### src/rtl/busy_ratio_pkg.sv
package busy_ratio_pkg;
  // full-scale value of the normalized load and the width that holds it
  localparam int unsigned FULL_SCALE = 1000;
  localparam int unsigned NORM_W     = $clog2(FULL_SCALE + 1);

  // outcome chosen for a sample
  typedef enum logic [1:0] {
    OUT_OFF = 2'd0,   // unit unpowered: result zero, counters untouched
    OUT_SAT = 2'd1,   // measurement untrusted: result full scale
    OUT_DIV = 2'd2    // normal: run the divider
  } out_kind_e;
endpackage

### src/rtl/ratio_classify.sv
module ratio_classify
  import busy_ratio_pkg::*;
#(
  parameter int unsigned CNT_W = 32
) (
  input  logic             pwr_on,
  input  logic             ovf,
  input  logic [CNT_W-1:0] busy_cnt,
  input  logic [CNT_W-1:0] total_cnt,
  output out_kind_e        kind,
  output logic             ack_ovf
);
  // priority: power state, then overflow, then count sanity
  always_comb begin
    ack_ovf = 1'b0;
    if (!pwr_on) begin
      kind = OUT_OFF;
    end else if (ovf) begin
      kind    = OUT_SAT;
      ack_ovf = 1'b1;
    end else if ((total_cnt == '0) || (busy_cnt > total_cnt)) begin
      kind = OUT_SAT;
    end else begin
      kind = OUT_DIV;
    end
  end
endmodule

### src/rtl/ratio_divider.sv
module ratio_divider #(
  parameter int unsigned DVD_W = 42,
  parameter int unsigned DVS_W = 32,
  parameter int unsigned Q_W   = 10
) (
  input  logic             clk,
  input  logic             rst_n,
  input  logic             start,
  input  logic [DVD_W-1:0] dividend,
  input  logic [DVS_W-1:0] divisor,
  output logic [Q_W-1:0]   quotient,
  output logic             done,
  output logic             running
);
  localparam int unsigned STEP_W = $clog2(DVD_W + 1);

  logic [DVD_W-1:0]  quo_q, quo_d;
  logic [DVS_W-1:0]  rem_q, rem_d;
  logic [DVS_W-1:0]  dvs_q, dvs_d;
  logic [STEP_W-1:0] cnt_q, cnt_d;
  logic              done_q, done_d;
  logic [DVS_W:0]    shifted;
  logic              fits;

  // one restoring shift-subtract step per clock
  always_comb begin
    quo_d   = quo_q;
    rem_d   = rem_q;
    dvs_d   = dvs_q;
    cnt_d   = cnt_q;
    done_d  = 1'b0;
    shifted = {rem_q, quo_q[DVD_W-1]};
    fits    = (shifted >= {1'b0, dvs_q});
    if (start) begin
      quo_d = dividend;
      rem_d = '0;
      dvs_d = divisor;
      cnt_d = STEP_W'(DVD_W);
    end else if (cnt_q != '0) begin
      // remainder stays below the divisor, so DVS_W bits suffice
      rem_d  = fits ? (shifted[DVS_W-1:0] - dvs_q) : shifted[DVS_W-1:0];
      quo_d  = {quo_q[DVD_W-2:0], fits};
      cnt_d  = cnt_q - 1'b1;
      done_d = (cnt_q == STEP_W'(1));
    end
  end

  always_ff @(posedge clk or negedge rst_n) begin
    if (!rst_n) begin
      quo_q  <= '0;
      rem_q  <= '0;
      dvs_q  <= '0;
      cnt_q  <= '0;
      done_q <= 1'b0;
    end else begin
      quo_q  <= quo_d;
      rem_q  <= rem_d;
      dvs_q  <= dvs_d;
      cnt_q  <= cnt_d;
      done_q <= done_d;
    end
  end

  assign quotient = quo_q[Q_W-1:0];
  assign done     = done_q;
  assign running  = (cnt_q != '0);

  // the controller never restarts a division already in flight
  assert_start_idle_R8: assert property (@(posedge clk) disable iff (!rst_n)
    start |-> (cnt_q == '0));
endmodule

### src/rtl/busy_ratio_norm.sv
module busy_ratio_norm
  import busy_ratio_pkg::*;
#(
  parameter int unsigned CNT_W = 32
) (
  input  logic              clk,
  input  logic              rst_n,
  input  logic              sample_req,
  input  logic              pwr_on,
  input  logic [CNT_W-1:0]  busy_count,
  input  logic [CNT_W-1:0]  total_count,
  input  logic              ovf_pending,
  output logic              busy_count_clr,
  output logic              total_count_clr,
  output logic              ovf_ack,
  output logic [NORM_W-1:0] load_norm,
  output logic              load_valid,
  output logic              div_active
);
  localparam int unsigned PROD_W = CNT_W + NORM_W;
  localparam logic [NORM_W-1:0] FULL_V = NORM_W'(FULL_SCALE);

  // reset: asserted asynchronously, released on a clock edge
  logic [1:0] rst_sync_q;
  logic       rst_core_n;
  always_ff @(posedge clk or negedge rst_n) begin
    if (!rst_n) rst_sync_q <= 2'b00;
    else        rst_sync_q <= {rst_sync_q[0], 1'b1};
  end
  assign rst_core_n = rst_sync_q[1];

  out_kind_e         kind;
  logic              ack_ovf;
  logic [PROD_W-1:0] scaled_busy;
  logic [NORM_W-1:0] div_quot;
  logic              div_done;
  logic              div_run;
  logic              div_start;

  ratio_classify #(.CNT_W(CNT_W)) u_classify (
    .pwr_on    (pwr_on),
    .ovf       (ovf_pending),
    .busy_cnt  (busy_count),
    .total_cnt (total_count),
    .kind      (kind),
    .ack_ovf   (ack_ovf)
  );

  // wide enough for a full-range count times full scale
  assign scaled_busy = PROD_W'(busy_count) * PROD_W'(FULL_SCALE);

  ratio_divider #(.DVD_W(PROD_W), .DVS_W(CNT_W), .Q_W(NORM_W)) u_divider (
    .clk      (clk),
    .rst_n    (rst_core_n),
    .start    (div_start),
    .dividend (scaled_busy),
    .divisor  (total_count),
    .quotient (div_quot),
    .done     (div_done),
    .running  (div_run)
  );

  logic              busy_q, busy_d;
  logic              vld_q, vld_d;
  logic [NORM_W-1:0] val_q, val_d;
  logic              val_en;
  logic              brst_q, brst_d;
  logic              trst_q, trst_d;
  logic              ack_q, ack_d;
  logic              accept;

  assign accept = sample_req && !busy_q;

  always_comb begin
    busy_d    = busy_q;
    vld_d     = 1'b0;
    val_d     = val_q;
    val_en    = 1'b0;
    brst_d    = 1'b0;
    trst_d    = 1'b0;
    ack_d     = 1'b0;
    div_start = 1'b0;
    if (accept) begin
      unique case (kind)
        OUT_OFF: begin
          val_d  = '0;
          val_en = 1'b1;
          vld_d  = 1'b1;
        end
        OUT_SAT: begin
          val_d  = FULL_V;
          val_en = 1'b1;
          vld_d  = 1'b1;
          brst_d = 1'b1;
          trst_d = 1'b1;
          ack_d  = ack_ovf;
        end
        default: begin
          busy_d    = 1'b1;
          div_start = 1'b1;
          brst_d    = 1'b1;
          trst_d    = 1'b1;
        end
      endcase
    end else if (div_done) begin
      val_d  = div_quot;
      val_en = 1'b1;
      vld_d  = 1'b1;
      busy_d = 1'b0;
    end
  end

  always_ff @(posedge clk or negedge rst_core_n) begin
    if (!rst_core_n) begin
      busy_q <= 1'b0;
      vld_q  <= 1'b0;
      brst_q <= 1'b0;
      trst_q <= 1'b0;
      ack_q  <= 1'b0;
    end else begin
      busy_q <= busy_d;
      vld_q  <= vld_d;
      brst_q <= brst_d;
      trst_q <= trst_d;
      ack_q  <= ack_d;
    end
  end

  always_ff @(posedge clk or negedge rst_core_n) begin
    if (!rst_core_n)  val_q <= '0;
    else if (val_en)  val_q <= val_d;
  end

  assign busy_count_clr  = brst_q;
  assign total_count_clr = trst_q;
  assign ovf_ack         = ack_q;
  assign load_norm       = val_q;
  assign load_valid      = vld_q;
  assign div_active      = busy_q;

  // unpowered sample reads zero and leaves the counters alone
  assert_off_zero_R1: assert property (@(posedge clk) disable iff (!rst_core_n)
    (sample_req && !div_active && !pwr_on) |=>
      (load_valid && load_norm == '0 && !busy_count_clr && !total_count_clr && !ovf_ack));

  // a reported load never exceeds full scale
  assert_range_R2: assert property (@(posedge clk) disable iff (!rst_core_n)
    load_valid |-> (load_norm <= FULL_V));

  // overflow forces full scale and acknowledges the flag
  assert_ovf_sat_R3: assert property (@(posedge clk) disable iff (!rst_core_n)
    (sample_req && !div_active && pwr_on && ovf_pending) |=>
      (ovf_ack && load_valid && load_norm == FULL_V));

  // counter resets only follow an accepted, powered request
  assert_clr_origin_R7: assert property (@(posedge clk) disable iff (!rst_core_n)
    busy_count_clr |-> ($past(sample_req) && $past(pwr_on) && !$past(div_active)));

  // nothing is accepted during a division
  assert_ignore_busy_R8: assert property (@(posedge clk) disable iff (!rst_core_n)
    div_active |=> !busy_count_clr);

  // the strobe lasts a single cycle
  assert_vld_single_R9: assert property (@(posedge clk) disable iff (!rst_core_n)
    load_valid |=> !load_valid);

  // the busy flag agrees with the divider's own activity
  assert_busy_cover_R8: assert property (@(posedge clk) disable iff (!rst_core_n)
    div_run |-> div_active);
endmodule

### config.mk
export PLATFORM = sky130hd
export DESIGN_NAME = busy_ratio_norm
export DESIGN_NICKNAME = d
export VERILOG_FILES = /design/src/rtl/busy_ratio_pkg.sv /design/src/rtl/ratio_classify.sv /design/src/rtl/ratio_divider.sv /design/src/rtl/busy_ratio_norm.sv
export SDC_FILE = /design/constraint.sdc
export NUM_CORES = 1
export LEC_CHECK = 0
export ABC_AREA = 1
export BUFFER_PORTS_ARGS = -buffer_cell sky130_fd_sc_hd__buf_2
export CAP_MARGIN = 0
export CORE_ASPECT_RATIO = 0.6
export CORE_MARGIN = 2
export CORE_UTILIZATION = 55
export CTS_CLUSTER_DIAMETER = 100
export DETAILED_ROUTE_END_ITERATION = 8
export PLACE_DENSITY = 0.76
export SLEW_MARGIN = 20
export SYNTH_ARGS = -nofsm -noshare
export SYNTH_HDL_FRONTEND = slang
export SYNTH_SLANG_ARGS = --single-unit
### constraint.sdc
create_clock -name clk -period 4.1 [get_ports clk]
set_input_delay 0.41 -clock clk [delete_from_list [all_inputs] [get_ports clk]]
set_output_delay 0.41 -clock clk [all_outputs]
set_load 0.01 [all_outputs]
== Yosys cells after proc, flatten, opt, wreduce, memory -nomap -nowiden ==
Index checks and enable logic that the tools add are counted.
Storage, ports and cells
  bits in registers: 129
  input port bits: 69
  output and inout port bits: 15
  word-level logic and storage cells: 60
Cells by class
  $add $sub $neg: 2
  multiply operators: 1
  order comparisons: 2
  eq/ne operators: 4
  mux-type cells: 29
  reduce and logical (&&, ||, !) cells: 11
Operator list (number)
  2-to-1 mux 32 bit: 3
  2-to-1 mux 42 bit: 2
  multiplier 32 x 7 -> 39 bit (second input constant): 1
  >= comparator 33 x 32 -> 1 bit: 1
  greater-than comparator 32 bit: 1
  logical NOT 32 bit: 1
  subtractor 32 bit: 1
  2-to-1 mux 10 bit: 2
  one-hot mux 10 bit (2 select lines): 1
  2-to-1 mux 1 bit: 16
  2-to-1 mux 6 bit: 2
  equality test 6 x 1 -> 1 bit (second input constant): 1
  2-to-1 mux 2 bit: 3
  nonzero test 6 bit: 1
  subtractor 6 x 1 -> 6 bit (second input constant): 1
  nonzero test 2 bit: 2
  != test 3 x 1 -> 1 bit (second input constant): 1
  AND reduction 3 bit: 1
  equality test 2 x 1 -> 1 bit (second input constant): 1
  logical NOT 2 bit: 1
  != test 2 bit (second input constant): 1
  AND reduction 2 bit: 1
  OR reduction 2 bit: 1
  logical AND 1 bit: 1
  2 further kinds: 2

== Depth between registers and ports, before layout ==
  depth in word-level cells: 10
  mapped depth: 21
  gate-level depth less buffers: 21

== Modules after synthesis ==
From an unflattened synthesis, not the netlist that was laid out.
Second synthesis, totals
  cell total of the unflattened synthesis: 2152
  area, all modules: 15288.4 sq um
Modules (own cells, without submodules)
  ratio_divider: instances 1, cells each 1106, area an instance 7648.6 sq um, sequential area each 2827.7 sq um
  busy_ratio_norm: instances 1, cells each 882, area an instance 6643.9 sq um, sequential area each 400.4 sq um
  ratio_classify: instances 1, cells each 164, area an instance 996.0 sq um, sequential area each 0.0 sq um

== Worst setup path before layout ==
OpenSTA, ideal clock, no wires.
  kind: input-to-reg
  from: in busy_count[23]
  to: reg u_divider.quo_q[32]
  setup time: 0.125 ns
  arrival time: 3.967 ns
  required time: 3.975 ns
  path slack: 0.008 ns
  stages: 19
  buffers on the path: 0
  path through: inv_1 fa_1 fa_1 inv_1 fa_1 inv_1 fa_1 inv_1 ha_1 nand2_1 nor2_1 inv_1 nor2_1 inv_1 or2_2 nand4_1 nand2_1 nand2_1 nand3_1
On the way
  cells in the longest elaborated chain, start to end: 10
  elaborated cells between the ends (all ways): 13
  classes of those cells: 1 x mul; 1 x order compare; 1 x eq/ne; 6 x mux; 4 x reduce/logical
RTL lines
  start, declared: line busy_ratio_norm.sv:10  | input logic [CNT_W-1:0] busy_count,
  parallel branches: the longest is 10 deep, another holds multiplier 32 x 7 -> 39 bit
  end signal, assigned: line ratio_divider.sv:56  | quo_q <= quo_d;
  end, declared: line ratio_divider.sv:17  | logic [DVD_W-1:0] quo_q, quo_d;
Several ways; the timed one is not identified.
A chain may end at the register's enable or synchronous reset.

== Worst setup path after layout ==
  from: in busy_count[3]
  to: reg u_divider.quo_q[31]
Same word-level chain as after synthesis.

==> results.json <==
{
  "hold_path_depth": 3,
  "post-route-min-period_ns": 3.949,
  "ys_top_cells_by_count": "580 x nand2_1, 353 x inv_1, 266 x nand3_1",
  "worstMarginPinSlew_ns": 0.9983,
  "fp-row-count": 46,
  "syn_area_um2": 15010,
  "core_um2": 26590,
  "grt_pass1_wl_mm": 72.11,
  "setup.worst_path.class": "in2reg",
  "fin_crit_sh_pct": 96.31,
  "fillers": 2370,
  "drv_slew": 0,
  "min_from": "ovf_pending",
  "grt_use_total_pct": 32.22,
  "root_buffer": "clkbuf_16",
  "antenna_left": 0,
  "clk_pin_slew_ns": 0.06,
  "area_growth_pct": 20.07,
  "min_to": "ovf_ack",
  "critPathMaxFanout": 3,
  "die_w_um": 217.3,
  "grt_overflow": 0,
  "yosys.area_share.simple_pct": 29.44,
  "cts_buffers": 17,
  "timing.rr.start": "u_divider.dvs_q[24]",
  "rrSetupSlack_ns": 1.45,
  "synth_area_leaders": "dfrtp_1 22%, fa_1 16%, nand2_1 15%",
  "clock.fmax_mhz": 253.3,
  "synthXorXnorAreaFrac_pct": 2.393,
  "drtPass1Iterations": 5,
  "wl_per_cell_um": 16.93,
  "skew_ns": 0.01201,
  "synth_mux_area_share_pct": 0,
  "ir_drop_uv": 480.2,
  "finalCoreUtilization_pct": 67.77,
  "drc": 0,
  "io_buffers": 83,
  "status": "complete, no violations",
  "cp.required_ns": 4.42,
  "start_kind": "input port",
  "seq_area_um2": 3232,
  "worstSetupEndpointType": "flip-flop",
  "initial_core_util_pct": 56.44,
  "hold_class": "in2reg",
  "grt_pass1_vias": 13520,
  "io_pins": 84,
  "num_vias": 14580,
  "yosysSeqAreaShare_pct": 21.51,
  "crit_arrival_ns": 4.27,
  "synth_compound_area_share_pct": 6.611,
  "syn_nets": 2417,
  "syn_area_per_cell_um2": 7.226,
  "synth_ff_type": "dfrtp_1",
  "yosysMostFrequentCell": "nand2_1",
  "powerDensity_nw_per_um2": 926.9,
  "synth.distinct_cells": 39,
  "power_mw": 16.70,
  "gp_congestion": 0.9883,
  "final-hold-violation-count": 0,
  "drt_iter0_markers": 1469,
  "fp.dieH_um": 132.0,
  "leakage_nw": 9.650,
  "drive_gt1_share_pct": 19.07,
  "synth_top_cell_by_area": "dfrtp_1",
  "dieArea_um2": 28670,
  "rsz0062_at_grt": "true",
  "htreeDepth": 4,
  "via_per_inst": 5.414,
  "grt_max_degree": 79,
  "ys_ff_latch": 129,
  "cts_tree": "done",
  "clock_sinks": 129,
  "multi_input_area_um2": 10490,
  "synthCells": 2077,
  "rr_worst_depth": 14,
  "clk_latency_ns": 0.44,
  "synth_top_area_share_pct": 21.51,
  "synthArstFlopShare_pct": 100.0,
  "synthAdderAreaFrac_pct": 28.55,
  "finalSetupViolations": 0,
  "drt-total-wl_mm": 45.62,
  "synth-edff-count": 0,
  "drv_cap": 0,
  "synth_top_family_by_area": "simple AND/OR/NAND/NOR gates",
  "synth_warnings": 0,
  "antenna_found_initial": 3,
  "rr_endpoint": "u_divider.rem_q[20]",
  "nets": 2660,
  "place_hpwl_mm": 37.13,
  "clockBufferDepth": 2,
  "relSlewSlack_pct": 33.35
}
-- worst max path at each step --
| stage | from | end | depth (start not counted) | slack [ns] |
|---|---|---|---|---|
| 4_1_cts | busy_count[6] | u_divider.quo_q[22] | 17 | 0.006 |
| 3_3_place_gp | busy_count[10] | u_divider.quo_q[22] | 17 | -0.57 |
| 2_1_floorplan | busy_count[23] | u_divider.quo_q[32] | 19 | 0.008 |
| 6_report | busy_count[3] | u_divider.quo_q[31] | 19 | 0.15 |
| 3_5_place_dp | busy_count[5] | u_divider.quo_q[22] | 17 | -0.58 |
| 5_1_grt | busy_count[9] | u_divider.quo_q[22] | 17 | -0.04 |
-- report_power, final --
part	internal [mW]	switching [mW]	total, mW
Combinational	5.26	7.69	12.9
Sequential	1.81	0.370	2.18
Clock	0.924	0.658	1.58
Total	7.99	8.71	16.7
-- what timing repair did --
action	CTS	global route
hold buffers	1	0
hold endpoints to repair	2	0
setup endpoints to repair	9	25
setup buffers	0	6
pin swaps	1	25
resized for setup	14	123
-- area by class of cell --
type                       count  area share (%)
antenna                        1         0.01389
inverter                     360           7.534
tap                          360           2.500
multi-input combinational   1535           58.23
timing repair buffer         277           10.48
clock buffer                  19           2.458
sequential                   129           17.93
clock inverter                13          0.8402
-- critical path, stage by stage --
cell and delay, ns:
buf_2 0.12, inv_2 0.07, fa_1 0.56, fa_1 0.45, fa_1 0.51, fa_1 0.52, inv_1 0.05, ha_1 0.33
buf_4 0.16, nand2_1 0.12, nor2_1 0.07, buf_4 0.14, and3_1 0.16, o21ai_0 0.23, nand3_1 0.11, nand2_1 0.06
nand2_1 0.06, nand2_1 0.07, nand3_1 0.08
-- cell usage in the layout, fill, tap and decap left out, types with 4 or more instances in the layout --
| cell | Yosys | final |
|---|---|---|
| nand2_1 | 580 | 568 |
| nor4_1 | 8 | 8 |
| clkbuf_16 | 0 | 17 |
| buf_4 | 4 | 192 |
| o21bai_2 | 0 | 4 |
| o21bai_1 | 17 | 13 |
| xor2_1 | 33 | 30 |
| o21ai_1 | 19 | 29 |
| fa_1 | 119 | 119 |
| nor2_2 | 6 | 21 |
| a21oi_2 | 0 | 23 |
| nand4_1 | 21 | 21 |
| ha_1 | 152 | 135 |
| xnor2_1 | 8 | 8 |
| o21ai_0 | 50 | 38 |
| nor2_1 | 126 | 105 |
| nand3_2 | 3 | 6 |
| a21o_1 | 5 | 5 |
| buf_2 | 15 | 82 |
| inv_1 | 353 | 327 |
| inv_2 | 4 | 28 |
| nand3b_1 | 9 | 9 |
| nand3_1 | 266 | 262 |
| a21oi_1 | 83 | 60 |
| nor2_4 | 0 | 6 |
| nand2_2 | 3 | 15 |
| nor3_1 | 8 | 7 |
| dfrtp_1 | 129 | 128 |
| ha_4 | 0 | 10 |
| o21a_1 | 4 | 4 |
| or2_2 | 5 | 5 |
| ha_2 | 0 | 7 |
-- kinds of logic (layout without fill, tap and decap cells) --
family | after synthesis | after routing
other cells | 1 | 2
compound gates | 183 | 183
simple gates | 1039 | 1039
flops | 129 | 129
buf+inv | 413 | 669
xor+xnor | 41 | 41
fa+ha+maj | 271 | 271
-- registers in the layout (all words and copies together), names as in the netlist --
register	count
total_count_clr	1
load_valid	1
div_active	1
u_divider.done	1
u_divider.cnt_q	6
load_norm	10
ovf_ack	1
u_divider.quo_q	42
u_divider.rem_q	32
rst_sync_q	2
u_divider.dvs_q	32
-- per-layer routing --
| layer | wire length, um | share of wire, % | vias to the layer above | global-route usage, % |
|---|---|---|---|---|
| met3 | 4765 | 10 | 59 | 9.227 |
| met5 | 13 | 0.028 | - | 0 |
| met2 | 17650 | 39 | 612 | 42.63 |
| met1 | 22540 | 49 | 6858 | 51.37 |
| met4 | 642 | 1.4 | 2 | 6.088 |
| li1 | - | - | 7053 | - |
-- through the flow --
| step | instance area, um^2 | setup TNS (ns) | cells | setup WS, ns | hold WS, ns |
|---|---|---|---|---|---|
| 2_1_floorplan | 15010 | 0 | 2077 | 0.007892 | 0.1144 |
| 3_3_place_gp | 16940 | -9.052 | 2655 | -0.5668 | 0.1964 |
| 3_5_place_dp | 16940 | -11.04 | 2655 | -0.5758 | 0.1998 |
| 4_1_cts | 17580 | 0 | 2688 | 0.006447 | 0.1781 |
| 5_1_grt | 18020 | -0.1644 | 2693 | -0.03925 | 0.2109 |
| 6_report | 18020 | 0 | 2694 | 0.1515 | 0.2004 |
Note: power is estimated with default switching activity, not from simulation.
